$ cat config.mk
export PLATFORM = sky130hd
export DESIGN_NAME = qseq_top
export DESIGN_NICKNAME = d
export VERILOG_FILES = /design/src/rtl/qseq_pkg.sv /design/src/rtl/qseq_ctrl.sv /design/src/rtl/qseq_pipe.sv /design/src/rtl/qseq_top.sv
export SDC_FILE = /design/constraint.sdc
export NUM_CORES = 1
export LEC_CHECK = 0
export BUFFER_PORTS_ARGS = -buffer_cell sky130_fd_sc_hd__buf_2
export CAP_MARGIN = 10
export CORE_AREA = 2 2 39 41
export CTS_BUF_LIST = sky130_fd_sc_hd__clkbuf_16
export CTS_CLUSTER_SIZE = 10
export DETAILED_ROUTE_END_ITERATION = 8
export DIE_AREA = 0 0 41 43
export PLACE_DENSITY = 0.33
export SYNTH_ARGS = -nofsm -noshare
export SYNTH_HDL_FRONTEND = slang
export SYNTH_SLANG_ARGS = --single-unit
$ cat constraint.sdc
create_clock -name clk -period 0.8 [get_ports clk]
set_input_delay 0.24 -clock clk [delete_from_list [all_inputs] [get_ports clk]]
set_output_delay 0.24 -clock clk [all_outputs]
set_load 0.05 [all_outputs]
$ cat src/rtl/qseq_pkg.sv
package qseq_pkg;
  localparam int NUM_PHASES = 4;
  localparam int PH_FETCH   = 0;
  localparam int PH_READ    = 1;
  localparam int PH_EXEC    = 2;
  localparam int PH_WRITE   = NUM_PHASES - 1;

  typedef struct packed {
    logic [NUM_PHASES-1:0] q;
    logic                  cycleEnd;
  } seqStrobes_t;
endpackage

$ cat src/rtl/qseq_ctrl.sv
module qseq_ctrl
  import qseq_pkg::*;
(
  input  logic        clk,
  input  logic        rst,
  output seqStrobes_t strb
);
  logic [NUM_PHASES-1:0] phaseOh;
  logic                  cycEndQ;

  // one-hot ring, restarts at Q1; cycle-end strobe registered one phase ahead
  always_ff @(posedge clk) begin
    if (rst) begin
      phaseOh <= NUM_PHASES'(1);
      cycEndQ <= 1'b0;
    end else begin
      phaseOh <= {phaseOh[NUM_PHASES-2:0], phaseOh[NUM_PHASES-1]};
      cycEndQ <= phaseOh[NUM_PHASES-2];
    end
  end

  assign strb.q        = phaseOh;
  assign strb.cycleEnd = cycEndQ;
endmodule

$ cat src/rtl/qseq_pipe.sv
module qseq_pipe
  import qseq_pkg::*;
(
  input  logic        clk,
  input  logic        rst,
  input  seqStrobes_t strb,
  input  logic        branchTaken,
  output logic        fetchEn,
  output logic        readEn,
  output logic        execEn,
  output logic        writeEn,
  output logic        nopFlag
);
  logic execValid;

  // the fetched slot moves into execute at the Q4 edge; a taken branch from a
  // valid instruction turns it into a bubble
  always_ff @(posedge clk) begin
    if (rst)
      execValid <= 1'b0;
    else if (strb.q[PH_WRITE])
      execValid <= ~(branchTaken & execValid);
  end

  assign fetchEn = strb.q[PH_FETCH];
  assign readEn  = strb.q[PH_READ];
  assign execEn  = strb.q[PH_EXEC];
  assign writeEn = strb.q[PH_WRITE] & execValid;
  assign nopFlag = ~execValid;
endmodule

$ cat src/rtl/qseq_top.sv
module qseq_top
  import qseq_pkg::*;
(
  input  logic       clk,
  input  logic       rst,
  input  logic       branchTaken,
  output logic [3:0] qStrobe,
  output logic       cycleEnd,
  output logic       fetchEn,
  output logic       readEn,
  output logic       execEn,
  output logic       writeEn,
  output logic       nopFlag
);
  seqStrobes_t strb;

  qseq_ctrl i_ctrl (
    .clk  (clk),
    .rst  (rst),
    .strb (strb)
  );

  qseq_pipe i_pipe (
    .clk         (clk),
    .rst         (rst),
    .strb        (strb),
    .branchTaken (branchTaken),
    .fetchEn     (fetchEn),
    .readEn      (readEn),
    .execEn      (execEn),
    .writeEn     (writeEn),
    .nopFlag     (nopFlag)
  );

  assign qStrobe  = strb.q;
  assign cycleEnd = strb.cycleEnd;
endmodule

==> out/qor.csv, run 1 <==
stage,metric,value,unit
grt,largest net degree at the start of global routing,6,
yosys,number of synthesized flops with an enable pin,0,
pwr,Net Sw Power,0.000290,W
clock_tree,clock sinks,5,
sta,Slew headroom,90.9,%
yosys,most used flip-flop cell after synthesis,dfxtp_1,
placed_design,placed instance count,44,
clock_tree,clk slew on worst S/H paths,0.04,ns
sta,WHS,0.193,ns
floorplanning,# IOs,13,
setup_path,CP arrival,0.87,ns
yosys,Ys Warns,0,
detailed_routing,Avg WL per Cell,7.86,um
sta,Tmin final,1.11,ns
yosys,Synth area leader,dfxtp_1,
layout,"Design Area, Final",468,sq um
placed_design,PortBufs,12,
sta,skew final,0.000974,ns
pwr,Worst VDD drop,1.32,mV
detailed_routing,DR vias,155,
grt,Global Route Usage Sum,5.94,%
min_path,HP Class,primary input to flip-flop,
yosys,Synth Cell Area,184,sq um
pwr,sequential share of power,21.5,%
pwr,Internal Power,0.000984,W
yosys,"Seq/Total Area, Yosys",54.4,%
sta,RSZ-0062 raised after global routing,yes,
layout,share of cells above drive strength 1,84.8,%
sta,setup violators final,11,
floorplanning,core region area,1380,sq um
pwr,sw frac,22.8,%
floorplanning,Die Y,43,um
yosys,Syn Area/Cell,10.8,sq um
grt,vias in the first global route,169,
sta,Setup WS post-layout,-0.314,ns
pwr,Comb power frac,13.2,%
detailed_routing,post-DR vias/cell,3.16,
sta,FMAX,0.898,GHz
min_path,Worst Hold Launch,branchTaken,
sta,Slew Limit Fails,0,
detailed_routing,"antenna viol nets, final",0,
floorplanning,initial core utilization,13.3,%
pwr,Pwr per Cell Area,2720,nW/um^2
floorplanning,row cnt,14,
yosys,ys async rst share,0,%
detailed_routing,drt first pass iters,2,
sta,"Hold Vio Cnt, Final",0,
detailed_routing,Iter 0 DRT Violations,1,
clock_tree,"Hold-fix buffers, CTS",0,
detailed_routing,final WL,385,um
clock_tree,"Clk Latency, worst-skew pair",0.23,ns
yosys,Area contributors post-synth,"dfxtp_1 (54%), buf_4 (16%), nor2b_1 (10%)",
clock_tree,H-tree depth,1,
layout,antenna cells,0,
clock_tree,TritonCTS clock tree,yes,
grt,first-pass GRT wire length,655,um
grt,total gr overflow,0,
setup_path,Worst Setup SP,i_pipe.execValid$_SDFFE_PP0P_,
clock_tree,root buffer cell,clkbuf_16,
setup_path,critical path peak fanout,3,
sta,Slew @ Worst Pin,0.137,ns
yosys,area share of the largest cell type after synthesis,54.4,%
sta,final critical-path share of the clock period,139,%
yosys,syn nets,20,
placed_design,Area after DPL,277,sq um
min_path,hold depth,2,
clock_tree,cts bufs inserted,3,
layout,Syn-to-layout area delta,154,%
clock_tree,Clock Path Buffers,2,
detailed_routing,Remaining DRCs,0,
yosys,top-count cell post-synth,dfxtp_1,
setup_path,Crit path required time,0.56,ns
layout,fin cells,49,
setup_path,kind of critical path,flip-flop to output pin,
floorplanning,Die Wd,41,um
setup_path,CP Capture Type,output pin,
floorplanning,die area,1760,sq um
yosys,"FF+latch count, synth",5,
status,status,finished with violations,
yosys,most frequent cells after synthesis,"dfxtp_1 (5), buf_4 (4), nor2b_1 (3)",
layout,nets@finish,37,
setup_path,FF-to-FF path depth,4,
yosys,Netlist cell types,8,
status,failing checks,setup timing,
setup_path,Reg-to-Reg Start,i_ctrl.phaseOh[3]$_SDFF_PP0_,
flow_run,Max Cap Viol,0,
setup_path,crit path launch type,flip-flop,
pwr,P_leak,0.204,nW
yosys,synthesized instance count,17,
pwr,clock power share,65.3,%
placed_design,GPL Wtd Cong,0.603,
grt,antenna violations before repair,0,
## stage by stage
stage	TNS [ns]	power (W)	util (%)	worst slack [ns]
6_report	-2.27	0.00127	33.8	-0.314
5_1_grt	-2.49	0.00132	33.8	-0.342
4_1_cts	-2.36	0.00128	33.0	-0.318
3_5_place_dp	-0.574	0.000394	20.0	-0.176
3_3_place_gp	-0.556	0.000394	20.0	-0.167
2_1_floorplan	-0.459	0.000388	-	-0.139
## power by group through the flow
stage / sequential [W] / combinational (W) / clock [W]
4_1_cts: 0.000274 / 0.000166 / 0.000839
3_5_place_dp: 0.000269 / 0.000124 / 0
6_report: 0.000274 / 0.000168 / 0.000832
3_3_place_gp: 0.000269 / 0.000125 / 0
5_1_grt: 0.000275 / 0.000174 / 0.000867
2_1_floorplan: 0.000308 / 0.0000795 / 0
## placed cells by master, fill, tap and decap left out
master,Yosys,routed
clkinvlp_4,0,1
or2_1,1,1
dfxtp_4,0,4
dfxtp_2,0,1
nor2b_1,3,3
buf_6,0,3
buf_8,0,9
a211oi_2,1,1
buf_2,0,2
clkinv_2,0,1
clkbuf_16,0,3
buf_4,4,2
nor2_1,1,1
and2_4,1,1
## path summary, 6_finish.rpt
path	to	slack, ns
max	writeEn	-0.31
max reg2reg	i_pipe.execValid$_SDFFE_PP0P_	-0.16
min	i_pipe.execValid$_SDFFE_PP0P_	0.19
min reg2reg	i_ctrl.phaseOh[2]$_SDFF_PP0_	0.51
## final cells by class
type | count | area (sq um)
Clock buffer | 3 | 75.1
Clock inverter | 1 | 5.00
Fill cell | 144 | 916
Inverter | 1 | 7.51
Multi-Input combinational cell | 7 | 50.0
Sequential cell | 5 | 116
Tap cell | 16 | 20.0
Timing Repair Buffer | 16 | 194
## repair_timing
item                                    CTS  global route
setup buffers                             1             0
resized for setup                        28             3
endpoints found under the setup margin   11            12
pin swaps                                 1             2
cloned                                    0             0
## worst max-delay path: stages (launching register included)
cell and delay [ns]:
dfxtp_2 0.35, and2_4 0.16, buf_8 0.14
## sequential cells by signal, indices dropped and copies added (netlist names)
| register | count |
|---|---|
| i_ctrl.phaseOh | 4 |
| i_pipe.execValid | 1 |
## layer usage
layer  vias up  wire, um  GRT usage [%]  part of all wire [%]
met5         -         0              0                     0
met4         0         0           6.00                     0
met3         0        28           3.14                   7.3
li1         81         -              -                     -
met2         8       189           7.19                    49
met1        66       168           6.80                    44
## cells by family after synthesis
group                  Yosys count  synth area share [%]
buffers and inverters            5                  18.4
and+or+nand+nor                  6                  20.4
AOI/OAI and AO/OA                1                  6.80
DFF                              5                  54.4
No activity file was read; power rests on OpenSTA's default activity.
==> inputs of run 2 (changes only) <==
==> constraint.sdc (replaced) <==
create_clock -name clk -period 1.2 [get_ports clk]
set_input_delay 0.36 -clock clk [delete_from_list [all_inputs] [get_ports clk]]
set_output_delay 0.36 -clock clk [all_outputs]
set_load 0.05 [all_outputs]
==> run 2 against run 1 <==
Against the previous run: the run still ends with setup timing left; critical path depth unchanged; routed wire length fell by 2.1%; total power fell by 37%; clock skew is essentially flat; cell count is 2.0% lower; die area stayed put; register-to-register slack better by 0.46 ns; combinational power decreased by 51%; hold slack improved by 0.12 ns; critical path type unchanged; largest cell class is now sequential cells; highest routed layer is now met4.
==> out/qor.csv, run 2 (synthesized netlist as in run 1, its figures left out) <==
stage,metric,value,unit
grt,antenna violations before repair,0,
layout,largest registers,"i_ctrl.phaseOh: 4 flops, i_pipe.execValid: 1 flops",
status,failing checks,setup timing,
placed_design,GPL Wtd Cong,0.604,
min_path,Worst Hold Launch,branchTaken,
setup_path,crit path launch type,flip-flop,
clock_tree,H-tree depth,1,
detailed_routing,drt first pass iters,1,
pwr,P_leak,0.176,nW
clock_tree,"Clk Latency, worst-skew pair",0.22,ns
detailed_routing,Avg WL per Cell,7.85,um
clock_tree,cts bufs inserted,3,
grt,vias in the first global route,147,
layout,"Design Area, Final",354,sq um
flow_run,Max Cap Viol,0,
layout,antenna cells,0,
layout,share of cells above drive strength 1,78.1,%
floorplanning,initial core utilization,13.3,%
clock_tree,Clock Path Buffers,2,
layout,"commonest non-fill, non-tap cell in the layout",buf_2,
pwr,Internal Power,0.000628,W
setup_path,Reg-to-Reg Start,i_ctrl.phaseOh[3]$_SDFF_PP0_,
detailed_routing,"antenna viol nets, final",0,
sta,Tmin final,1.21,ns
layout,nets@finish,36,
detailed_routing,Iter 0 DRT Violations,0,
setup_path,CP Cell Sequence,and2_4 > buf_8,
grt,first-pass GRT wire length,600,um
clock_tree,"Hold-fix buffers, CTS",0,
clock_tree,clock sinks,5,
setup_path,CP arrival,0.85,ns
floorplanning,core region area,1380,sq um
placed_design,Area after DPL,239,sq um
setup_path,kind of critical path,flip-flop to output pin,
layout,Filler Cells Inserted,147,
placed_design,hpwl dp,246,um
floorplanning,Die Y,43,um
pwr,sequential share of power,22.8,%
grt,largest net degree at the start of global routing,6,
status,status,finished with violations,
setup_path,critical path peak fanout,4,
floorplanning,row cnt,14,
floorplanning,# IOs,13,
layout,Syn-to-layout area delta,92.5,%
pwr,clock power share,66.7,%
detailed_routing,final WL,377,um
pwr,Comb power frac,10.4,%
setup_path,Worst Setup SP,i_ctrl.phaseOh[3]$_SDFF_PP0_,
sta,Slew @ Worst Pin,0.248,ns
layout,Largest Register,i_ctrl.phaseOh,
pwr,Net Sw Power,0.000168,W
sta,Setup WS post-layout,-0.00794,ns
grt,Global Route Usage Sum,6.04,%
sta,skew final,0.00102,ns
pwr,Worst VDD drop,0.709,mV
detailed_routing,Remaining DRCs,0,
placed_design,PortBufs,12,
setup_path,"slowest stage delay, CP",0.33,ns
setup_path,Crit path required time,0.84,ns
pwr,Pwr per Cell Area,2250,nW/um^2
floorplanning,Die Wd,41,um
clock_tree,TritonCTS clock tree,yes,
sta,final critical-path share of the clock period,101,%
pwr,sw frac,21.2,%
layout,Util after Layout,25.6,%
detailed_routing,post-DR vias/cell,3.21,
sta,"Hold Vio Cnt, Final",0,
grt,total gr overflow,0,
setup_path,CP max stage cell,dfxtp_2,
clock_tree,clk slew on worst S/H paths,0.03,ns
floorplanning,die area,1760,sq um
sta,Slew headroom,83.6,%
layout,max FFs per register,4,
sta,FMAX,0.828,GHz
setup_path,CP Capture Type,output pin,
sta,Slew Limit Fails,0,
sta,RSZ-0062 raised after global routing,yes,
min_path,HP Class,primary input to flip-flop,
layout,"commonest non-fill, non-tap cells in the layout","buf_2 (10), dfxtp_2 (5), nor2b_1 (3), clkbuf_16 (3), buf_4 (3)",
detailed_routing,DR vias,154,
sta,setup violators final,1,
clock_tree,root buffer cell,clkbuf_16,
-- run 2: changes by cell type in the layout (fill, tap and decap cells not counted), moves of 2 or more --
cell	change
buf_2	+8
buf_6	-3
buf_8	-8
dfxtp_2	+4
dfxtp_4	-4
inv_1	+2
-- run 2: power by group through the flow --
| stage | Sequential (W) | Clock (W) | Combinational, W |
|---|---|---|---|
| finish | 0.000182 | 0.000532 | 0.0000831 |
| global route | 0.000183 | 0.000557 | 0.0000879 |
| CTS | 0.000182 | 0.000542 | 0.0000820 |
| detailed placement | 0.000184 | 0 | 0.0000796 |
| global placement | 0.000184 | 0 | 0.0000801 |
| floorplan | 0.000208 | 0 | 0.0000452 |
-- run 2: per-stage QoR --
step / setup TNS, ns / cells / hold slack [ns] / setup WS [ns] / total power (W)
floorplan: 0 / 17 / 0.424 / 0.0497 / 0.000253
global placement: 0 / 41 / 0.455 / 0.101 / 0.000264
detailed placement: 0 / 41 / 0.461 / 0.0966 / 0.000264
CTS: -0.0173 / 47 / 0.310 / -0.0173 / 0.000806
global route: -0.0606 / 48 / 0.319 / -0.0370 / 0.000828
finish: -0.00794 / 48 / 0.309 / -0.00794 / 0.000796
-- run 2: path summary, 6_finish.rpt --
kind                                        end  slack (ns)  cells after the start
hold / removal    i_pipe.execValid$_SDFFE_PP0P_        0.31                      2
setup reg to reg   i_ctrl.phaseOh[0]$_SDFF_PP1_        0.30                      3
hold reg to reg    i_ctrl.phaseOh[2]$_SDFF_PP0_        0.46                      1
setup / recovery                        writeEn      -0.008                      2
-- run 2: repair_timing --
item | CTS | global route
setup endpoints to repair | 3 | 4
resized for setup | 4 | 1
setup buffers | 2 | 1
pin swaps | 1 | 0
-- run 2: layout make-up --
cell class	instances	area, sq um	area share [%]
Clock buffer	3	75.1	21.2
Clock inverter	1	3.75	1.06
Inverter	1	3.75	1.06
Multi-Input combinational cell	7	50.0	14.1
Sequential cell	5	106	30.0
Tap cell	16	20.0	5.65
Timing Repair Buffer	15	95.1	26.9
-- run 2: layer usage --
metal,vias to the layer above,routed length (um),share of wire (%),GRT usage [%]
met4,0,14,3.7,6.00
met2,9,169,45,6.88
met5,-,0,0,0
met1,65,149,40,5.50
met3,2,43,11,6.28
li1,78,-,-,-
-- run 2: critical path: cells and delay by family (launching register included) --
kind / cells / cell delay [ns]
buffers and inverters: 1 / 0.14
DFF: 1 / 0.33
and+or+nand+nor: 1 / 0.15
